### config.mk
export PLATFORM = sky130hd
export DESIGN_NAME = cfgport_cmd_responder
export DESIGN_NICKNAME = d
export VERILOG_FILES = /design/src/rtl/cfgport_cmd_responder.sv
export SDC_FILE = /design/constraint.sdc
export NUM_CORES = 1
export LEC_CHECK = 0
export BUFFER_PORTS_ARGS = -buffer_cell sky130_fd_sc_hd__buf_2
export CAP_MARGIN = 20
export CORE_AREA = 3 3 91 101
export CTS_BUF_LIST = sky130_fd_sc_hd__clkbuf_16
export CTS_CLUSTER_SIZE = 28
export DETAILED_ROUTE_END_ITERATION = 12
export DIE_AREA = 0 0 94 104
export PLACE_DENSITY_LB_ADDON = 0.08
export REMOVE_ABC_BUFFERS = 1
export SYNTH_ARGS = -nofsm -noshare
export SYNTH_HDL_FRONTEND = slang
export SYNTH_SLANG_ARGS = --single-unit
### constraint.sdc
create_clock -name clk -period 4.7 [get_ports clk]
set_input_delay 0.47 -clock clk [delete_from_list [all_inputs] [get_ports clk]]
set_output_delay 0.47 -clock clk [all_outputs]
set_load 0.03 [all_outputs]
### src/rtl/cfgport_cmd_responder.sv
module cfgport_cmd_responder #(
  parameter logic [31:0] ID_CODE        = 32'hA5C3_0F17,
  parameter int          ERASE_CYCLES   = 64,
  parameter int          REFRESH_CYCLES = 48,
  parameter int          ADDR_W         = 16
) (
  input  logic              clk,
  input  logic              rst_n,
  input  logic              sclk,
  input  logic              cs_n,
  input  logic              mosi,
  output logic              miso,
  output logic              burst_valid,
  output logic [7:0]        burst_data,
  output logic [ADDR_W-1:0] burst_addr
);

  localparam int BUSY_MAX = (ERASE_CYCLES > REFRESH_CYCLES) ? ERASE_CYCLES : REFRESH_CYCLES;
  localparam int CNT_W    = $clog2(BUSY_MAX + 1);

  localparam logic [7:0] OP_ID      = 8'hE0;
  localparam logic [7:0] OP_STAT    = 8'h3C;
  localparam logic [7:0] OP_EN      = 8'hC6;
  localparam logic [7:0] OP_DIS     = 8'h26;
  localparam logic [7:0] OP_POLL    = 8'hF0;
  localparam logic [7:0] OP_ERASE   = 8'h0E;
  localparam logic [7:0] OP_REFRESH = 8'h79;
  localparam logic [7:0] OP_ADDR0   = 8'h46;
  localparam logic [7:0] OP_BURST   = 8'h7A;
  localparam logic [7:0] OP_NOP     = 8'hFF;

  logic [2:0] sclk_q;
  logic [1:0] cs_q, mosi_q;
  logic       cs_s, mosi_s, s_rise, s_fall;

  always_ff @(posedge clk or negedge rst_n)
    if (!rst_n) begin
      sclk_q <= '0;
      cs_q   <= 2'b11;
      mosi_q <= '0;
    end else begin
      sclk_q <= {sclk_q[1:0], sclk};
      cs_q   <= {cs_q[0], cs_n};
      mosi_q <= {mosi_q[0], mosi};
    end

  assign cs_s   = cs_q[1];
  assign mosi_s = mosi_q[1];
  assign s_rise = sclk_q[1] & ~sclk_q[2];
  assign s_fall = ~sclk_q[1] & sclk_q[2];

  logic [2:0] bit_cnt;
  logic [3:0] byte_idx;
  logic [6:0] rx_sr;
  logic [7:0] rx_byte, opcode, op1, tx_sr, rsp_byte;
  logic [31:0] rsp_word;
  logic       rx_done, exec;

  assign rx_byte = {rx_sr, mosi_s};
  assign rx_done = s_rise & ~cs_s & (bit_cnt == 3'd7);
  assign exec    = rx_done & (byte_idx == 4'd3);

  always_ff @(posedge clk or negedge rst_n)
    if (!rst_n) begin
      bit_cnt  <= '0;
      byte_idx <= '0;
      rx_sr    <= '0;
      opcode   <= '0;
      op1      <= '0;
    end else if (cs_s) begin
      bit_cnt  <= '0;
      byte_idx <= '0;
    end else if (s_rise) begin
      rx_sr   <= rx_byte[6:0];
      bit_cnt <= bit_cnt + 3'd1;
      if (bit_cnt == 3'd7) begin
        if (byte_idx != 4'd8) byte_idx <= byte_idx + 4'd1;
        if (byte_idx == 4'd0) opcode <= rx_byte;
        if (byte_idx == 4'd1) op1 <= rx_byte;
      end
    end

  always_comb
    case (byte_idx)
      4'd4:    rsp_byte = rsp_word[31:24];
      4'd5:    rsp_byte = rsp_word[23:16];
      4'd6:    rsp_byte = rsp_word[15:8];
      4'd7:    rsp_byte = rsp_word[7:0];
      default: rsp_byte = 8'h00;
    endcase

  always_ff @(posedge clk or negedge rst_n)
    if (!rst_n)                 tx_sr <= '0;
    else if (cs_s)              tx_sr <= '0;
    else if (s_fall)            tx_sr <= (bit_cnt == 3'd0) ? rsp_byte : {tx_sr[6:0], 1'b0};

  assign miso = tx_sr[7];

  logic [CNT_W-1:0] busy_cnt;
  logic             busy_erase, st_done, st_en, st_fail, st_inv, burst_seen, busy;
  logic [31:0]      status;

  assign busy   = (busy_cnt != '0);
  assign status = {3'b0, st_inv, 14'b0, st_fail, busy, 2'b0, st_en, st_done, 8'b0};

  always_ff @(posedge clk or negedge rst_n)
    if (!rst_n)    rsp_word <= '0;
    else if (exec)
      case (opcode)
        OP_ID:   rsp_word <= ID_CODE;
        OP_STAT: rsp_word <= status;
        OP_POLL: rsp_word <= {7'b0, busy, 24'b0};
        default: rsp_word <= '0;
      endcase

  always_ff @(posedge clk or negedge rst_n)
    if (!rst_n) begin
      busy_cnt   <= '0;
      busy_erase <= 1'b0;
      st_done    <= 1'b0;
      st_en      <= 1'b0;
      st_fail    <= 1'b0;
      st_inv     <= 1'b0;
      burst_seen <= 1'b0;
    end else begin
      if (busy) begin
        busy_cnt <= busy_cnt - CNT_W'(1);
        if (busy_cnt == CNT_W'(1) && busy_erase) st_fail <= 1'b0;
      end
      if (burst_valid) burst_seen <= 1'b1;
      if (exec)
        case (opcode)
          OP_EN:  st_en <= 1'b1;
          OP_DIS: begin
            st_en      <= 1'b0;
            burst_seen <= 1'b0;
            if (burst_seen) st_done <= 1'b1;
          end
          OP_ERASE:
            if (op1 == 8'h01) begin
              if (busy) st_fail <= 1'b1;
              else begin
                busy_cnt   <= CNT_W'(ERASE_CYCLES);
                busy_erase <= 1'b1;
              end
            end
          OP_REFRESH:
            if (busy) st_fail <= 1'b1;
            else begin
              busy_cnt   <= CNT_W'(REFRESH_CYCLES);
              busy_erase <= 1'b0;
              st_done    <= 1'b0;
              st_inv     <= 1'b0;
            end
          OP_ID, OP_STAT, OP_POLL, OP_ADDR0, OP_BURST, OP_NOP: ;
          default: st_inv <= 1'b1;
        endcase
    end

  logic [ADDR_W-1:0] waddr;

  always_ff @(posedge clk or negedge rst_n)
    if (!rst_n) begin
      waddr       <= '0;
      burst_valid <= 1'b0;
      burst_data  <= '0;
      burst_addr  <= '0;
    end else begin
      burst_valid <= 1'b0;
      if (exec && opcode == OP_ADDR0) waddr <= '0;
      if (rx_done && byte_idx >= 4'd4 && opcode == OP_BURST) begin
        burst_valid <= 1'b1;
        burst_data  <= rx_byte;
        burst_addr  <= waddr;
        waddr       <= waddr + ADDR_W'(1);
      end
    end

  p_busy_countdown_r6: assert property (@(posedge clk) disable iff (!rst_n)
    (busy_cnt != '0) |=> (busy_cnt == $past(busy_cnt) - CNT_W'(1)));

  p_inv_clears_on_refresh_r7: assert property (@(posedge clk) disable iff (!rst_n)
    $fell(st_inv) |-> $past(exec && opcode == OP_REFRESH));

  p_done_rises_on_disable_r12: assert property (@(posedge clk) disable iff (!rst_n)
    $rose(st_done) |-> $past(exec && opcode == OP_DIS));

  p_burst_addr_step_r9: assert property (@(posedge clk) disable iff (!rst_n)
    burst_valid |=> (waddr == $past(burst_addr) + ADDR_W'(1)));

  p_idle_when_deselected_r13: assert property (@(posedge clk) disable iff (!rst_n)
    cs_s |=> (byte_idx == 4'd0 && !miso));

endmodule

==> flow_metrics.tcl <==
set metrics [dict create \
    outcome "complete, no violations" \
    dr_wl_met3_um 309 \
    critical_path_buf_inv_count 1 \
    critPathMaxStageDelay_ns 0.52 \
    synth_area_mm2 0.00491 \
    dp_hpwl_mm 6.79 \
    finClkSkew_ns 0.00914 \
    core-area_mm2 0.00832 \
    p_leak_uw 0.00259 \
    synth_top_family_by_area "simple AND/OR/NAND/NOR gates" \
    slew_headroom_pct 44.1 \
    cts_sinks 106 \
    tns_ns 0 \
    rows 35 \
    avgSynthCellArea_um2 10.2 \
    maxSlewViolCount 0 \
    top_layer "met4" \
    maxCapViolCount 0 \
    crit_cells 6 \
    hp-class "in2async" \
    detail_route.wl_per_cell_um 15.7 \
    worst_path_max_delay_cell "dfrtp_1" \
    cp_max_fo 21 \
    antenna_left 0 \
    yosysUniqueCellTypes 57 \
    async_reset_ff_share_pct 100 \
    antenna_found_initial 0 \
    crit_type "reg2reg" \
    synth_compound_area_share_pct 10.4 \
    cts_root_buffer "clkbuf_16" \
    grtUsageTotal_pct 21.6 \
    seq_area_frac_synth_pct 54.0 \
    rr_worst_depth 6 \
    hold_violations 0 \
    switching_share_pct 24.2 \
    drc 0 \
    synth_edf_count 0 \
    drt-initial-drc-count 247 \
    reg2reg_setup_slack_ns 2.01 \
    cts_tree "built" \
    clockPowerShare_pct 41.6 \
    syn2layout_area_growth_pct 10.7 \
    overflow 0 \
    synth_seq_cells 106 \
    fmax_ghz 0.372 \
    crit_family "simple AND/OR/NAND/NOR gates" \
    cts_setup_buffers 0 \
    rr_startpoint "opcode[3]$_DFFE_PN0P_" \
    worstPathRequired_ns 4.93 \
    wl_met1_mm 4.73 \
    vias_per_cell 5.83 \
    wl_mm 9.78 \
    powerDensity_mw_per_mm2 325 \
    initial_utilization_pct 59.0 \
    p_comb_share_pct 3.1 \
    die_area_mm2 0.00978 \
    drive_gt1_share_pct 16.4 \
    critPathArrivalTime_ns 2.92 \
    grt_pass1_vias 3575 \
    path_clk_slew_ns 0.08 \
    finalCriticalPeriod_ns 2.69 \
    crit_chain "nor4bb_1, nor2b_1, nand4_1, buf_4, o211ai_1, o31ai_1" \
    synthMuxAreaShare_pct 6.11 \
    dp_cells 607 \
    timing.final.crit_share_pct 57.2 \
    hold_buffers 0 \
    grt_max_degree 60 \
    num_io_pins 31 \
    seqPwrFrac_pct 55.3 \
    io_buffer_count 30 \
    grt_pass1_wl_mm 17.2 \
    fin_util_pct 65.4 \
    htree_num_levels 3 \
    setup_viol 0 \
    synthSimpleGateAreaFrac_pct 22.0 \
    startpoint "opcode[3]$_DFFE_PN0P_" \
    num-fill-cells 689 \
    end_kind "register" \
    synth_warnings 0 \
    synth_xor_area_share_pct 1.43 \
    gp_congestion 0.954 \
    reg2reg_to "waddr[4]$_DFFE_PN0P_" \
    cts_buffer_depth 2 \
    die_w_um 94 \
    synth_ff_type "dfrtp_1" \
    tightest_slew_ns 0.831 \
    clk_latency_ns 0.35 \
    antenna_cells 0 \
    vias 3635 \
    netSwitchingPower_uw 428 \
    die_height_um 104 \
    p_int_uw 1340 \
    start_kind "register" \
    cts_resized 0 \
    syn_inst 483 \
    critPathCapture "waddr[4]$_DFFE_PN0P_" \
    first_pass_iters 8 \
    final_nets 524 \
    synth-adder-area-share_pct 3.06 \
    cts_buffers 9 \
    final_common_cell "dfrtp_1" \
    final_cell_mix "dfrtp_1, nand2_1, nor2_1, buf_2, mux2_2" \
    peakVddDrop_v 0.000235 \
    final_cells 623 \
    wl_met2_mm 4.56 \
    rsz0062_at_grt "false" \
]
[how the worst min path moves through the flow]
stage                             start                   endpoint
floorplan                         rst_n     bit_cnt[0]$_DFFE_PN0P_
global placement    mosi_q[0]$_DFF_PN0_        mosi_q[1]$_DFF_PN0_
detailed placement  mosi_q[0]$_DFF_PN0_        mosi_q[1]$_DFF_PN0_
CTS                                cs_n          cs_q[0]$_DFF_PN1_
global route                       cs_n          cs_q[0]$_DFF_PN1_
finish                            rst_n  burst_addr[3]$_DFFE_PN0P_
[metrics by stage]
step	setup slack, ns	cell area (um^2)	total power [uW]	hold WS (ns)
after floorplan	2.24	4830	1010	0.174
after global placement	2.11	5150	1050	0.333
after detailed placement	2.05	5150	1050	0.343
after CTS	2.02	5440	1790	0.204
after global routing	1.74	5440	1830	0.205
final	2.01	5440	1770	0.186
[metal layers]
metal	vias up	global-route usage, %
met5	-	0
met4	0	6.91
met3	14	4.05
met2	65	32.9
met1	1804	31.4
li1	1752	-
[synth_stat cells, types with 4 or more instances]
| master | n | area [um^2] |
|---|---|---|
| nand3_1 | 16 | 80.1 |
| a222oi_1 | 4 | 40.0 |
| nand2_1 | 95 | 357 |
| nand4_1 | 9 | 56.3 |
| a22oi_1 | 4 | 30.0 |
| nor4_1 | 4 | 25.0 |
| dfrtp_1 | 104 | 2600 |
| clkbuf_1 | 16 | 60.1 |
| nor2b_1 | 4 | 25.0 |
| xnor2_1 | 5 | 43.8 |
| nand3b_1 | 4 | 30.0 |
| o21ai_0 | 23 | 115 |
| o211ai_1 | 4 | 30.0 |
| mux2_2 | 24 | 270 |
| nand2b_1 | 4 | 25.0 |
| nor3_1 | 13 | 65.1 |
| nor2_1 | 33 | 124 |
| ha_1 | 12 | 150 |
| o31ai_1 | 9 | 67.6 |
| a21oi_1 | 17 | 85.1 |
| inv_1 | 18 | 67.6 |
[layout make-up]
type	instances	area (um^2)	share of cell area, %
sequential	106	2660	48.8
multi-input combinational	339	2110	38.8
clock buffer	9	225	4.14
timing repair buffer	33	175	3.22
tap	111	139	2.55
inverter	18	67.6	1.24
clock inverter	7	66.3	1.22
[sequential cells by signal, summed over array words and instances, names as in the netlist, 2 cells and up]
register	flops
bit_cnt	3
burst_addr	16
burst_data	8
busy_cnt	7
byte_idx	4
cs_q	2
mosi_q	2
op1	8
opcode	8
rsp_word	7
rx_sr	7
sclk_q	3
tx_sr	8
waddr	16
[power by group through the flow]
stage                     combinational, uW  clock (uW)  sequential [uW]
after floorplan                        32.0           0              981
after global placement                 55.1           0              993
after detailed placement               57.1           0              995
after CTS                              57.8         752              977
after global routing                   63.8         781              984
final                                  55.6         736              978
[kinds of logic (layout without fill, tap and decap cells)]
group                      after synthesis  in the layout
DFF                                    106            106
AOI/OAI and AO/OA                       78             78
adders and majority gates               12             12
and+or+nand+nor                        214            214
xor gates and xnor gates                 8              8
buffers and inverters                   38             67
muxes                                   27             27
(Power assumes the default switching activity.)
